File: config.mk
export PLATFORM = sky130hd
export DESIGN_NAME = victim_buf
export DESIGN_NICKNAME = d
export VERILOG_FILES = /design/src/rtl/vbuf_pkg.sv /design/src/rtl/vbuf_match.sv /design/src/rtl/vbuf_lru.sv /design/src/rtl/vbuf_wb.sv /design/src/rtl/victim_buf.sv
export SDC_FILE = /design/constraint.sdc
export NUM_CORES = 1
export LEC_CHECK = 0
export ABC_AREA = 0
export BUFFER_PORTS_ARGS = -buffer_cell sky130_fd_sc_hd__buf_2
export CAP_MARGIN = 30
export CORE_MARGIN = 4
export CORE_UTILIZATION = 62
export CTS_BUF_LIST = sky130_fd_sc_hd__clkbuf_4
export DETAILED_ROUTE_END_ITERATION = 8
export GPL_TIMING_DRIVEN = 0
export PLACE_DENSITY = 0.87
export SETUP_SLACK_MARGIN = 0.15
export SLEW_MARGIN = 25
export SYNTH_ARGS = -nofsm -noshare
export SYNTH_HDL_FRONTEND = slang
export SYNTH_SLANG_ARGS = --single-unit
File: constraint.sdc
create_clock -name clk -period 9.5 [get_ports clk]
set_input_delay 0.95 -clock clk [delete_from_list [all_inputs] [get_ports clk]]
set_output_delay 0.95 -clock clk [all_outputs]
set_load 0.02 [all_outputs]
File: src/rtl/vbuf_pkg.sv
package vbuf_pkg;

  typedef enum logic [1:0] {
    FILL_NONE  = 2'd0,
    FILL_FREE  = 2'd1,
    FILL_SWAP  = 2'd2,
    FILL_EVICT = 2'd3
  } fill_kind_e;

  // Recency rank after a write: the written entry drops to rank 0, and
  // entries younger than its previous rank age by one.
  function automatic int unsigned rank_after_write(input int unsigned cur,
                                                   input int unsigned written_rank,
                                                   input bit          is_written);
    if (is_written)              return 0;
    else if (cur < written_rank) return cur + 1;
    else                         return cur;
  endfunction

endpackage

File: src/rtl/vbuf_match.sv
module vbuf_match #(
  parameter int unsigned N  = 4,
  parameter int unsigned AW = 24
) (
  input  logic          clk,
  input  logic          rst_n,
  input  logic [N-1:0]  valid_q,
  input  logic [AW-1:0] tag_q [N],
  input  logic [AW-1:0] addr,
  output logic [N-1:0]  match
);
  for (genvar g = 0; g < N; g++) begin : g_cmp
    assign match[g] = valid_q[g] && (tag_q[g] == addr);
  end

  // exclusive contents, so at most one entry may match
  p_single_match_r2: assert property (@(posedge clk) disable iff (!rst_n)
    $onehot0(match));
endmodule

File: src/rtl/vbuf_lru.sv
module vbuf_lru #(
  parameter int unsigned N  = 4,
  localparam int unsigned IW = (N > 1) ? $clog2(N) : 1
) (
  input  logic          clk,
  input  logic          rst_n,
  input  logic          wr_en,
  input  logic [IW-1:0] wr_idx,
  input  logic [N-1:0]  valid_q,
  output logic          full,
  output logic [IW-1:0] victim_idx
);
  import vbuf_pkg::*;

  logic [IW-1:0] rank_q [N];
  logic [N-1:0]  oldest;

  always_ff @(posedge clk) begin
    if (!rst_n) begin
      for (int i = 0; i < N; i++) rank_q[i] <= IW'(i);
    end else if (wr_en) begin
      for (int i = 0; i < N; i++)
        rank_q[i] <= IW'(rank_after_write(int'(rank_q[i]), int'(rank_q[wr_idx]),
                                          wr_idx == IW'(i)));
    end
  end

  for (genvar g = 0; g < N; g++) begin : g_old
    assign oldest[g] = (rank_q[g] == IW'(N-1));
  end

  assign full = &valid_q;

  always_comb begin
    victim_idx = '0;
    if (full) begin
      for (int i = N-1; i >= 0; i--) if (oldest[i]) victim_idx = IW'(i);
    end else begin
      for (int i = N-1; i >= 0; i--) if (!valid_q[i]) victim_idx = IW'(i);
    end
  end

  // ranks stay a permutation, so exactly one entry is the oldest
  p_one_oldest_r6: assert property (@(posedge clk) disable iff (!rst_n)
    $onehot(oldest));
endmodule

File: src/rtl/vbuf_wb.sv
module vbuf_wb #(
  parameter int unsigned AW = 24,
  parameter int unsigned DW = 32
) (
  input  logic          clk,
  input  logic          rst_n,
  input  logic          load,
  input  logic [AW-1:0] ld_addr,
  input  logic [DW-1:0] ld_data,
  output logic          wb_valid,
  output logic [AW-1:0] wb_addr,
  output logic [DW-1:0] wb_data,
  input  logic          wb_ready
);
  always_ff @(posedge clk) begin
    if (!rst_n) begin
      wb_valid <= 1'b0;
      wb_addr  <= '0;
      wb_data  <= '0;
    end else if (load) begin
      wb_valid <= 1'b1;
      wb_addr  <= ld_addr;
      wb_data  <= ld_data;
    end else if (wb_ready) begin
      wb_valid <= 1'b0;
    end
  end

  // a stalled writeback keeps its payload
  p_wb_hold_r8: assert property (@(posedge clk) disable iff (!rst_n)
    (wb_valid && !wb_ready) |=> (wb_valid && $stable(wb_addr) && $stable(wb_data)));
endmodule

File: src/rtl/victim_buf.sv
module victim_buf #(
  parameter int unsigned N  = 4,
  parameter int unsigned AW = 24,
  parameter int unsigned DW = 32
) (
  input  logic          clk,
  input  logic          rst_n,
  input  logic          lk_valid,
  input  logic [AW-1:0] lk_addr,
  output logic          lk_hit,
  output logic [DW-1:0] lk_data,
  output logic          lk_dirty,
  input  logic          ins_valid,
  input  logic [AW-1:0] ins_addr,
  input  logic [DW-1:0] ins_data,
  input  logic          ins_dirty,
  output logic          ins_ready,
  output logic          wb_valid,
  output logic [AW-1:0] wb_addr,
  output logic [DW-1:0] wb_data,
  input  logic          wb_ready
);
  import vbuf_pkg::*;
  localparam int unsigned IW = (N > 1) ? $clog2(N) : 1;

  logic [N-1:0]  valid_q, dirty_q, match;
  logic [AW-1:0] tag_q  [N];
  logic [DW-1:0] data_q [N];
  logic [IW-1:0] hit_idx, victim_idx, fill_idx;
  logic          full, ins_fire, swap_evt, drain_evt, evict_evt, wb_load;
  fill_kind_e    fill_kind;

  vbuf_match #(.N(N), .AW(AW)) match_i (
    .clk(clk), .rst_n(rst_n), .valid_q(valid_q), .tag_q(tag_q),
    .addr(lk_addr), .match(match));

  always_comb begin
    hit_idx = '0;
    for (int i = 0; i < N; i++) if (match[i]) hit_idx = IW'(i);
  end

  assign lk_hit   = lk_valid && (|match);
  assign lk_data  = data_q[hit_idx];
  assign lk_dirty = dirty_q[hit_idx];

  // Named events for the checks below
  assign ins_ready = lk_hit || !wb_valid;
  assign ins_fire  = ins_valid && ins_ready;
  assign swap_evt  = ins_fire && lk_hit;
  assign drain_evt = lk_hit && !ins_valid;
  assign evict_evt = ins_fire && !lk_hit && full;
  assign wb_load   = evict_evt && dirty_q[victim_idx];
  assign fill_idx  = lk_hit ? hit_idx : victim_idx;

  always_comb begin
    if (!ins_fire)      fill_kind = FILL_NONE;
    else if (lk_hit)    fill_kind = FILL_SWAP;
    else if (full)      fill_kind = FILL_EVICT;
    else                fill_kind = FILL_FREE;
  end

  vbuf_lru #(.N(N)) lru_i (
    .clk(clk), .rst_n(rst_n), .wr_en(ins_fire), .wr_idx(fill_idx),
    .valid_q(valid_q), .full(full), .victim_idx(victim_idx));

  vbuf_wb #(.AW(AW), .DW(DW)) wb_i (
    .clk(clk), .rst_n(rst_n), .load(wb_load),
    .ld_addr(tag_q[victim_idx]), .ld_data(data_q[victim_idx]),
    .wb_valid(wb_valid), .wb_addr(wb_addr), .wb_data(wb_data),
    .wb_ready(wb_ready));

  always_ff @(posedge clk) begin
    if (!rst_n) begin
      valid_q <= '0;
      dirty_q <= '0;
      for (int i = 0; i < N; i++) begin
        tag_q[i]  <= '0;
        data_q[i] <= '0;
      end
    end else if (fill_kind != FILL_NONE) begin
      valid_q[fill_idx] <= 1'b1;
      dirty_q[fill_idx] <= ins_dirty;
      tag_q[fill_idx]   <= ins_addr;
      data_q[fill_idx]  <= ins_data;
    end else if (drain_evt) begin
      valid_q[hit_idx] <= 1'b0;
    end
  end

  // a swap never starts a writeback
  p_swap_no_wb_r5: assert property (@(posedge clk) disable iff (!rst_n)
    (swap_evt && !wb_valid) |=> !wb_valid);
  // a displacement only happens once every entry is occupied
  p_evict_when_full_r10: assert property (@(posedge clk) disable iff (!rst_n)
    (fill_kind == FILL_EVICT) |-> (valid_q == {N{1'b1}}));
endmodule

==> metrics.md, run 1 <==
| Metric | Value |
|---|---|
| Detailed-route vias per instance | `between 6 and 7` |
| CP Data Arrival Time | `4.35 ns` |
| Status | `complete, no violations` |
| Number of different library cells in the post-synthesis netlist | `66` |
| Detailed-route via count | `roughly 15k` |
| Wire length of the first global-routing pass | `between 80 and 90 mm` |
| # H-tree levels | `3` |
| Total die area | `~26000 µm²` |
| Sinks on the clock net | `297` |
| Number of buffers inserted by hold repair at cts | `0` |
| Prevailing post-synth register cell | `sky130_fd_sc_hd__dfxtp_1` |
| Die span in y | `roughly 160 µm` |
| P per Cell Area | `172.3 nW/µm²` |
| Post-CTS Setup Inserts | `0` |
| Leakage power of the design | `around 0.007 µW` |
| Average detailed-routed wire length per instance | `23.02 µm` |
| Post-Syn Nets | `1809` |
| Largest area contributor in the netlist | `sky130_fd_sc_hd__edfxtp_1` |
| Max Fanout on Critical Path | `10` |
| Mapped Area | `between 10000 and 15000 µm²` |
| DRT antenna net count | `0` |
| Syn avg cell area | `8.560 µm²` |
| Endpoint class of the critical path | `primary output` |
| Fin crit period | `5.302 ns` |
| Fraction of power spent switching nets | `0.2978` |
| Total Neg Setup Slack | `0 ns` |
| Overall Global Routing Usage | `0.3993` |
| Number of primary I/O pins | `178` |
| Number of antenna violations at the first check in global routing | `2` |
| Most frequent cell after synthesis | `sky130_fd_sc_hd__nand2_1` |
| Top cells by instance count after synthesis | `sky130_fd_sc_hd__nand2_1 (495), sky130_fd_sc_hd__nor2_1 (162), sky130_fd_sc_hd__dfxtp_1 (161)` |
| Share of final-layout standard cells stronger than drive strength 1 | `0.1713` |
| DRT Pass-1 Iters | `6` |
| Largest net degree at the start of global routing | `28` |
| Share of synthesized flip-flops with an asynchronous set or reset | `0` |
| Standard-cell rows | `between 50 and 60` |
| Number of placed instances with taps included | `roughly 2.2k` |
| Power spent charging and discharging nets | `around 870 µW` |
| Final net count | `about 2.1k` |
| Number of buffers added by the clock tree synthesis step | `79` |
| Achievable frequency | `188.6 MHz` |
| Number of enable-type register cells in the synthesized netlist | `between 100 and 150` |
| Register-to-Register Path Depth | `10` |
| Kind of path behind the tightest hold check | `reg2reg` |
| Number of gates given a new drive strength after cts | `0` |
| Wire length reported by the detailed router | `approximately 54 mm` |
| Final Hold Fails | `0` |
| Required time at the worst-slack endpoint | `about 8.6 ns` |
| Synth Area in Adders | `0.003401` |
| Area share of the largest cell type after synthesis | `0.2776` |
| Number of global-route vias before repair | `about 15k` |
| Relative contribution of sequential cells to total power | `0.489` |
| Startpoint-to-endpoint class of the critical path | `in2out` |
| Worst VDD drop | `between 100 and 150 µV` |
| Simple-gate area share of the yosys netlist | `0.2464` |
| Portion of total power attributed to combinational logic | `0.133` |
| Setup repair after global routing missed its margin | `no` |
| Total grt overflow | `0` |
| Maximum clock skew at final layout | `0.06682 ns` |
| Area delta synth->final | `15.72%` |
| Type of element launching the critical path | `input port` |
| Final slew viol count | `0` |
| Portion of the clock cycle consumed by the worst path in the final layout | `0.5582` |
| Int Pwr | `a little over 2000 µW` |
| Number of cells on the worst hold path | `2` |
| Iter 0 DRT Violations | `2149` |
| Clock tree from TritonCTS | `yes` |
| Clock transition at path regs | `approximately 0.060 ns` |
| Worst Max-Slew Pin Slew | `roughly 0.85 ns` |
| Final cell count without fillers | `~2.4k` |
| Flop and latch count out of synthesis | `297` |
| Fraction of the mapped netlist area in compound gates | `0.1475` |
| Die Wd | `about 160 µm` |
| Initial Utilization | `0.6287` |
| Layout filler cell count | `between 1.5k and 2k` |
| Xor and xnor fraction of the mapped netlist area | `0.05714` |
| Clock latency on the worst-skew pair | `about 0.73 ns` |
| Proportion of synthesized area in mux cells | `0.002976` |
| Setup-failing EPs final | `0` |
| Post-detailed-route DRC marker count | `0` |
| HPWL after DPL | `38.38 mm` |
| Port Buffer Count | `between 150 and 200` |
| Overall power of the completed layout | `just under 3000 µW` |
| Count of warnings emitted by yosys | `0` |
| Global placer's final weighted congestion | `between 1 and 1.5` |
| Max Root-Sink Buffers | `3` |
| Core region area | `23400 µm²` |
| Share of synthesized area occupied by flip-flops and latches | `0.4966` |
| Synth area leaders | `sky130_fd_sc_hd__edfxtp_1 (28%), sky130_fd_sc_hd__dfxtp_1 (22%), sky130_fd_sc_hd__nand2_1 (13%), sky130_fd_sc_hd__nor2_1 (4.1%), sky130_fd_sc_hd__a21oi_1 (3.8%)` |
| Worst relative slew slack | `0.4345` |
| Max Cap Viol | `0` |
| Clock root buffer | `sky130_fd_sc_hd__clkbuf_4` |
| Dominant combinational cell family by area after synthesis | `simple AND/OR/NAND/NOR gates` |
| Part of the power in the clock network | `0.378` |
| Cell count after synthesis | `roughly 1.7k` |
## worst max-delay path: stages
cell                       delay (ns)
sky130_fd_sc_hd__clkbuf_1        0.16
sky130_fd_sc_hd__xnor2_1         0.41
sky130_fd_sc_hd__nand4_1         0.14
sky130_fd_sc_hd__nor4_1          0.36
sky130_fd_sc_hd__and4_1          0.24
sky130_fd_sc_hd__clkbuf_1        0.52
sky130_fd_sc_hd__clkbuf_1        0.60
sky130_fd_sc_hd__nand2_1         0.13
sky130_fd_sc_hd__nand3_1         0.11
sky130_fd_sc_hd__o21ai_0         0.09
sky130_fd_sc_hd__o21ai_0         0.38
sky130_fd_sc_hd__buf_2           0.25
## cell families (layout without fill, tap and decap cells)
logic type                 after synthesis  count (layout)
and+or+nand+nor                        845             845
AOI/OAI and AO/OA                      308             308
DFF                                    297             297
buffers and inverters                  166             478
xor gates and xnor gates                96              96
adders and majority gates                4               4
muxes                                    3               3
other                                    0               3
## final timing paths
| kind | slack (ns) | from | to |
|---|---|---|---|
| setup reg to reg | 4.82 | tag_q[49] | lru_i.rank_q[2][0] |
| hold reg to reg | 0.48 | wb_i.wb_data[28] | wb_i.wb_data[28] |
| hold / removal | 0.48 | wb_i.wb_data[28] | wb_i.wb_data[28] |
| setup / recovery | 4.20 | lk_addr[2] | lk_data[31] |
## layout make-up
| cell class | instances | area, µm² | area share |
|---|---|---|---|
| flip-flops and latches | 297 | 7307 | 0.4291 |
| multi-input cells | 1256 | 6743 | 0.3960 |
| repair buffers | 170 | 918.4 | 0.05393 |
| clock buffers | 114 | 855.8 | 0.05026 |
| plain buffers | 126 | 525.5 | 0.03086 |
| well taps | 319 | 399.1 | 0.02344 |
| inverters | 40 | 150.1 | 0.008818 |
| clock inverters | 28 | 121.4 | 0.007128 |
| diodes | 3 | 7.507 | 0.0004409 |
## per-stage QoR
step                hold WS (ns)  setup WS, ns  area, µm²    util
floorplan                 0.4464         4.981      14710       -
global placement          0.4614         3.688      15940  0.6813
detailed placement        0.4690         3.917      16040  0.6853
CTS                       0.4785         4.386      17010  0.7270
global route              0.5017         4.081      17030  0.7275
finish                    0.4799         4.198      17030  0.7276
## per-layer routing
layer  global-route usage  up-vias  routed length (µm)
met4               0.2376        0                3417
met2               0.6532     1287               25060
met5                    0        -                   0
li1                     -     6516                   -
met3              0.09642      307                7065
met1               0.4812     6940               18620
## power by group through the flow
stage / logic (µW) / clock network [µW] / registers [µW]
after floorplan: 222 / 0 / 1450
after global placement: 359 / 0 / 1460
after detailed placement: 373 / 0 / 1460
after CTS: 375 / 1110 / 1430
after global routing: 410 / 1170 / 1440
final: 391 / 1110 / 1430
## sequential cells by signal (all words and copies together) (netlist names)
| name | flops |
|---|---|
| wb_i.wb_data | 32 |
| valid_q | 4 |
| dirty_q | 4 |
| wb_i.wb_valid | 1 |
| wb_i.wb_addr | 24 |
| data_q | 128 |
| lru_i.rank_q | 8 |
| tag_q | 96 |
## cell usage in the layout, fill, tap and decap left out, drive strengths merged, types with 2 or more instances in the layout
master and count:
a21o 4, a21oi 118, a22o 50, a22oi 2, a311oi 56, a31o 2, and2 2, and3 67
and4 2, buf 213, clkbuf 197, clkinv 27, clkinvlp 2, dfxtp 161, diode 3, edfxtp 136
ha 4, inv 39, nand2 497, nand2b 2, nand3 40, nand4 29, nand4b 4, nor2 166
nor3 7, nor3b 2, nor4 16, o211ai 23, o21ai 33, o221a 4, o22ai 2, or2 3
or4 3, xnor2 60, xor2 36
No activity file was read; power rests on OpenSTA's default activity.
==> run 2, diff against run 1 <==
--- a/config.mk
+++ b/config.mk
@@ -9,11 +9,11 @@
 export BUFFER_PORTS_ARGS = -buffer_cell sky130_fd_sc_hd__buf_2
 export CAP_MARGIN = 30
 export CORE_MARGIN = 4
-export CORE_UTILIZATION = 62
+export CORE_UTILIZATION = 55
 export CTS_BUF_LIST = sky130_fd_sc_hd__clkbuf_4
 export DETAILED_ROUTE_END_ITERATION = 8
 export GPL_TIMING_DRIVEN = 0
-export PLACE_DENSITY = 0.87
+export PLACE_DENSITY = 0.82
 export SETUP_SLACK_MARGIN = 0.15
 export SLEW_MARGIN = 25
 export SYNTH_ARGS = -nofsm -noshare
==> constraint.sdc (replaced) <==
create_clock -name clk -period 4.5 [get_ports clk]
set_input_delay 0.45 -clock clk [delete_from_list [all_inputs] [get_ports clk]]
set_output_delay 0.45 -clock clk [all_outputs]
set_load 0.02 [all_outputs]
==> run 2 against run 1 <==
  * Final cell count grew 1.4%
  * Largest power group unchanged
  * Sequential power grew 110%
  * Die area grew 12%
  * Critical endpoint is now data_q[3][13]
  * Largest cell class unchanged
==> metrics.md, run 2 (synthesis gave the netlist of run 1 again) <==
| Metric | Value |
|---|---|
| Setup repair after global routing missed its margin | `yes` |
| Setup-failing EPs final | `0` |
| Status | `complete, no violations` |
| Register-to-Register Path Depth | `11` |
| Max Root-Sink Buffers | `3` |
| Max Cap Viol | `0` |
| Worst VDD drop | `about 310 µV` |
| Layout filler cell count | `approximately 2.1k` |
| DRT Pass-1 Iters | `9` |
| HPWL after DPL | `roughly 39 mm` |
| # H-tree levels | `3` |
| Standard-cell rows | `slightly below 60` |
| Worst Path Buf+Inv | `2` |
| Reg2reg setup slack | `~0.21 ns` |
| Most common cell after layout, fill and taps aside | `sky130_fd_sc_hd__nand2_1` |
| Kind of path behind the tightest hold check | `in2reg` |
| Number of primary I/O pins | `approximately 180` |
| Initial Utilization | `0.5615` |
| Average detailed-routed wire length per instance | `approximately 23 µm` |
| Total grt overflow | `0` |
| Number of antenna violations at the first check in global routing | `2` |
| Leading cell types in the layout, fill and taps excluded | `sky130_fd_sc_hd__nand2_1 (493), sky130_fd_sc_hd__buf_2 (187), sky130_fd_sc_hd__nor2_1 (162), sky130_fd_sc_hd__dfxtp_1 (161), sky130_fd_sc_hd__edfxtp_1 (136)` |
| Final worst slack | `around 0.21 ns` |
| Worst-case setup slack after placement | `-0.3504 ns` |
| Global-route met2 utilization | `0.5776` |
| Worst setup startpoint | `tag_q[78]` |
| Die Wd | `171.6 µm` |
| Largest registers | `data_q (128), tag_q (96), wb_i.wb_data (32)` |
| Number of flip-flops in the largest register | `~130` |
| Leakage power of the design | `just over 0.007 µW` |
| CP Data Arrival Time | `about 4.7 ns` |
| Final cell count without fillers | `2387` |
| Met1 routing resource usage after global routing | `0.4577` |
| Cells traversed along the worst timing path | `xnor2_1, nand4_1, nor4_1, nand4_1, a21o_1, a21oi_2, nor2_1, nand2_1, buf_2, nand2_2, buf_16` |
| Die span in y | `around 170 µm` |
| Clock root buffer | `sky130_fd_sc_hd__clkbuf_4` |
| Sinks on the clock net | `between 200 and 300` |
| Total die area | `approximately 29000 µm²` |
| Busiest layer in global routing | `met2` |
| Required time at the worst-slack endpoint | `between 4 and 5 ns` |
| Endpoint of the worst register-to-register path | `data_q[3][13]` |
| Portion of the clock cycle consumed by the worst path in the final layout | `0.9530` |
| Overall Global Routing Usage | `0.3618` |
| Clock latency on the worst-skew pair | `between 0.7 and 0.8 ns` |
| Clock transition at path regs | `about 0.06 ns` |
| Number of global-route vias before repair | `14.53k` |
| Clock tree from TritonCTS | `yes` |
| Number of cells on the worst hold path | `2` |
| Final Hold Fails | `0` |
| Worst Max-Slew Pin Slew | `0.8461 ns` |
| Type of element launching the critical path | `flop` |
| Global placer's final weighted congestion | `~1.0` |
| Detailed-route vias per instance | `6.258` |
| FF-to-FF Start | `tag_q[78]` |
| Wire length reported by the detailed router | `54.64 mm` |
| Max Fanout on Critical Path | `17` |
| Endpoint class of the critical path | `flop` |
| Core region area | `approximately 26000 µm²` |
| Wire length of the first global-routing pass | `around 81 mm` |
| Cell family with the largest share of critical-path delay | `simple AND/OR/NAND/NOR gates` |
| Most numerous cell on the critical path | `sky130_fd_sc_hd__nand4_1` |
| Number of placed instances with taps included | `2224` |
| Port Buffer Count | `166` |
| Overall power of the completed layout | `6350 µW` |
| Largest net degree at the start of global routing | `22` |
| Share of final-layout standard cells stronger than drive strength 1 | `0.1737` |
| DRT antenna net count | `0` |
| Register bank with the most flops | `data_q` |
| Levels on crit path | `11` |
| Final slew viol count | `0` |
| Startpoint-to-endpoint class of the critical path | `reg2reg` |
| P per Cell Area | `367.4 nW/µm²` |
| Worst relative slew slack | `0.4321` |
| Met3 global-route usage | `0.07722` |
| Maximum clock skew at final layout | `~0.061 ns` |
| Detailed-route via count | `between 10k and 15k` |
| Post-detailed-route DRC marker count | `0` |
| Final net count | `slightly above 2k` |
| Worst setup path end | `data_q[3][13]` |
| Iter 0 DRT Violations | `around 2.2k` |
| Number of buffers added by the clock tree synthesis step | `slightly below 80` |
| Fin crit period | `roughly 4.3 ns` |
| Area delta synth->final | `17.48%` |
| CP max stage delay | `0.42 ns` |
| Achievable frequency | `approximately 230 MHz` |
| CP max-delay cell | `sky130_fd_sc_hd__xnor2_1` |
[run 2: cell types whose count changed in the layout (fill, tap and decap cells not counted), moves of 2 or more]
cell                            delta
sky130_fd_sc_hd__dlygate4sd3_1    +13
sky130_fd_sc_hd__buf_12            -2
sky130_fd_sc_hd__buf_16            +2
sky130_fd_sc_hd__buf_4             +2
sky130_fd_sc_hd__bufinv_16         +2
sky130_fd_sc_hd__clkbuf_1          -2
sky130_fd_sc_hd__clkbuf_2          +2
sky130_fd_sc_hd__clkinv_4          +2
[run 2: worst min-delay path by stage]
stage	start	endpoint	slack, ns
floorplan	dirty_q[3]	dirty_q[3]	0.45
global route	ins_addr[1]	tag_q[25]	0.004
detailed placement	wb_i.wb_addr[10]	wb_i.wb_addr[10]	0.47
CTS	ins_addr[1]	tag_q[25]	0.001
finish	ins_addr[1]	tag_q[25]	0.01
global placement	wb_i.wb_data[31]	wb_i.wb_data[31]	0.46
[run 2: metrics by stage]
stage	hold WS, ns	util	instance area (µm²)	TNS [ns]
global route	0.003632	0.6596	17290	0
CTS	0.001084	0.6588	17270	0
finish	0.01009	0.6596	17290	0
global placement	0.4606	0.6092	15960	-69.84
detailed placement	0.4697	0.6133	16070	-0.7008
floorplan	0.4464	-	14710	0
[run 2: layout make-up]
class,count,area [µm²],share of cell area
Sequential cell,297,7307,0.4227
Multi-Input combinational cell,1256,6743,0.3901
Timing Repair Buffer,185,1079,0.06239
Clock buffer,113,848.3,0.04907
Buffer,126,528.0,0.03054
Tap cell,335,419.2,0.02425
Clock inverter,33,207.7,0.01202
Inverter,40,150.1,0.008686
Antenna cell,2,5.005,0.0002895
[run 2: power breakdown]
group | internal, µW | total [µW] | switching, µW
registers | 2940 | 3020 | 81.3
clock network | 1290 | 2490 | 1200
logic | 246 | 840 | 594
total | 4480 | 6350 | 1870
[run 2: what timing repair did]
| item | CTS | global route |
|---|---|---|
| endpoints found under the hold margin | 35 | 0 |
| gates cloned | 0 | 0 |
| gates resized for setup | 2 | 3 |
| hold buffers | 13 | 0 |
| pin swaps | 0 | 1 |
| setup endpoints to repair | 9 | 30 |
| setup buffers | 0 | 2 |
[run 2: per-layer routing]
layer	part of all wire	vias to the layer above
met5	0	-
met4	0.053	0
met3	0.13	231
met2	0.46	1211
met1	0.36	6950
li1	-	6545
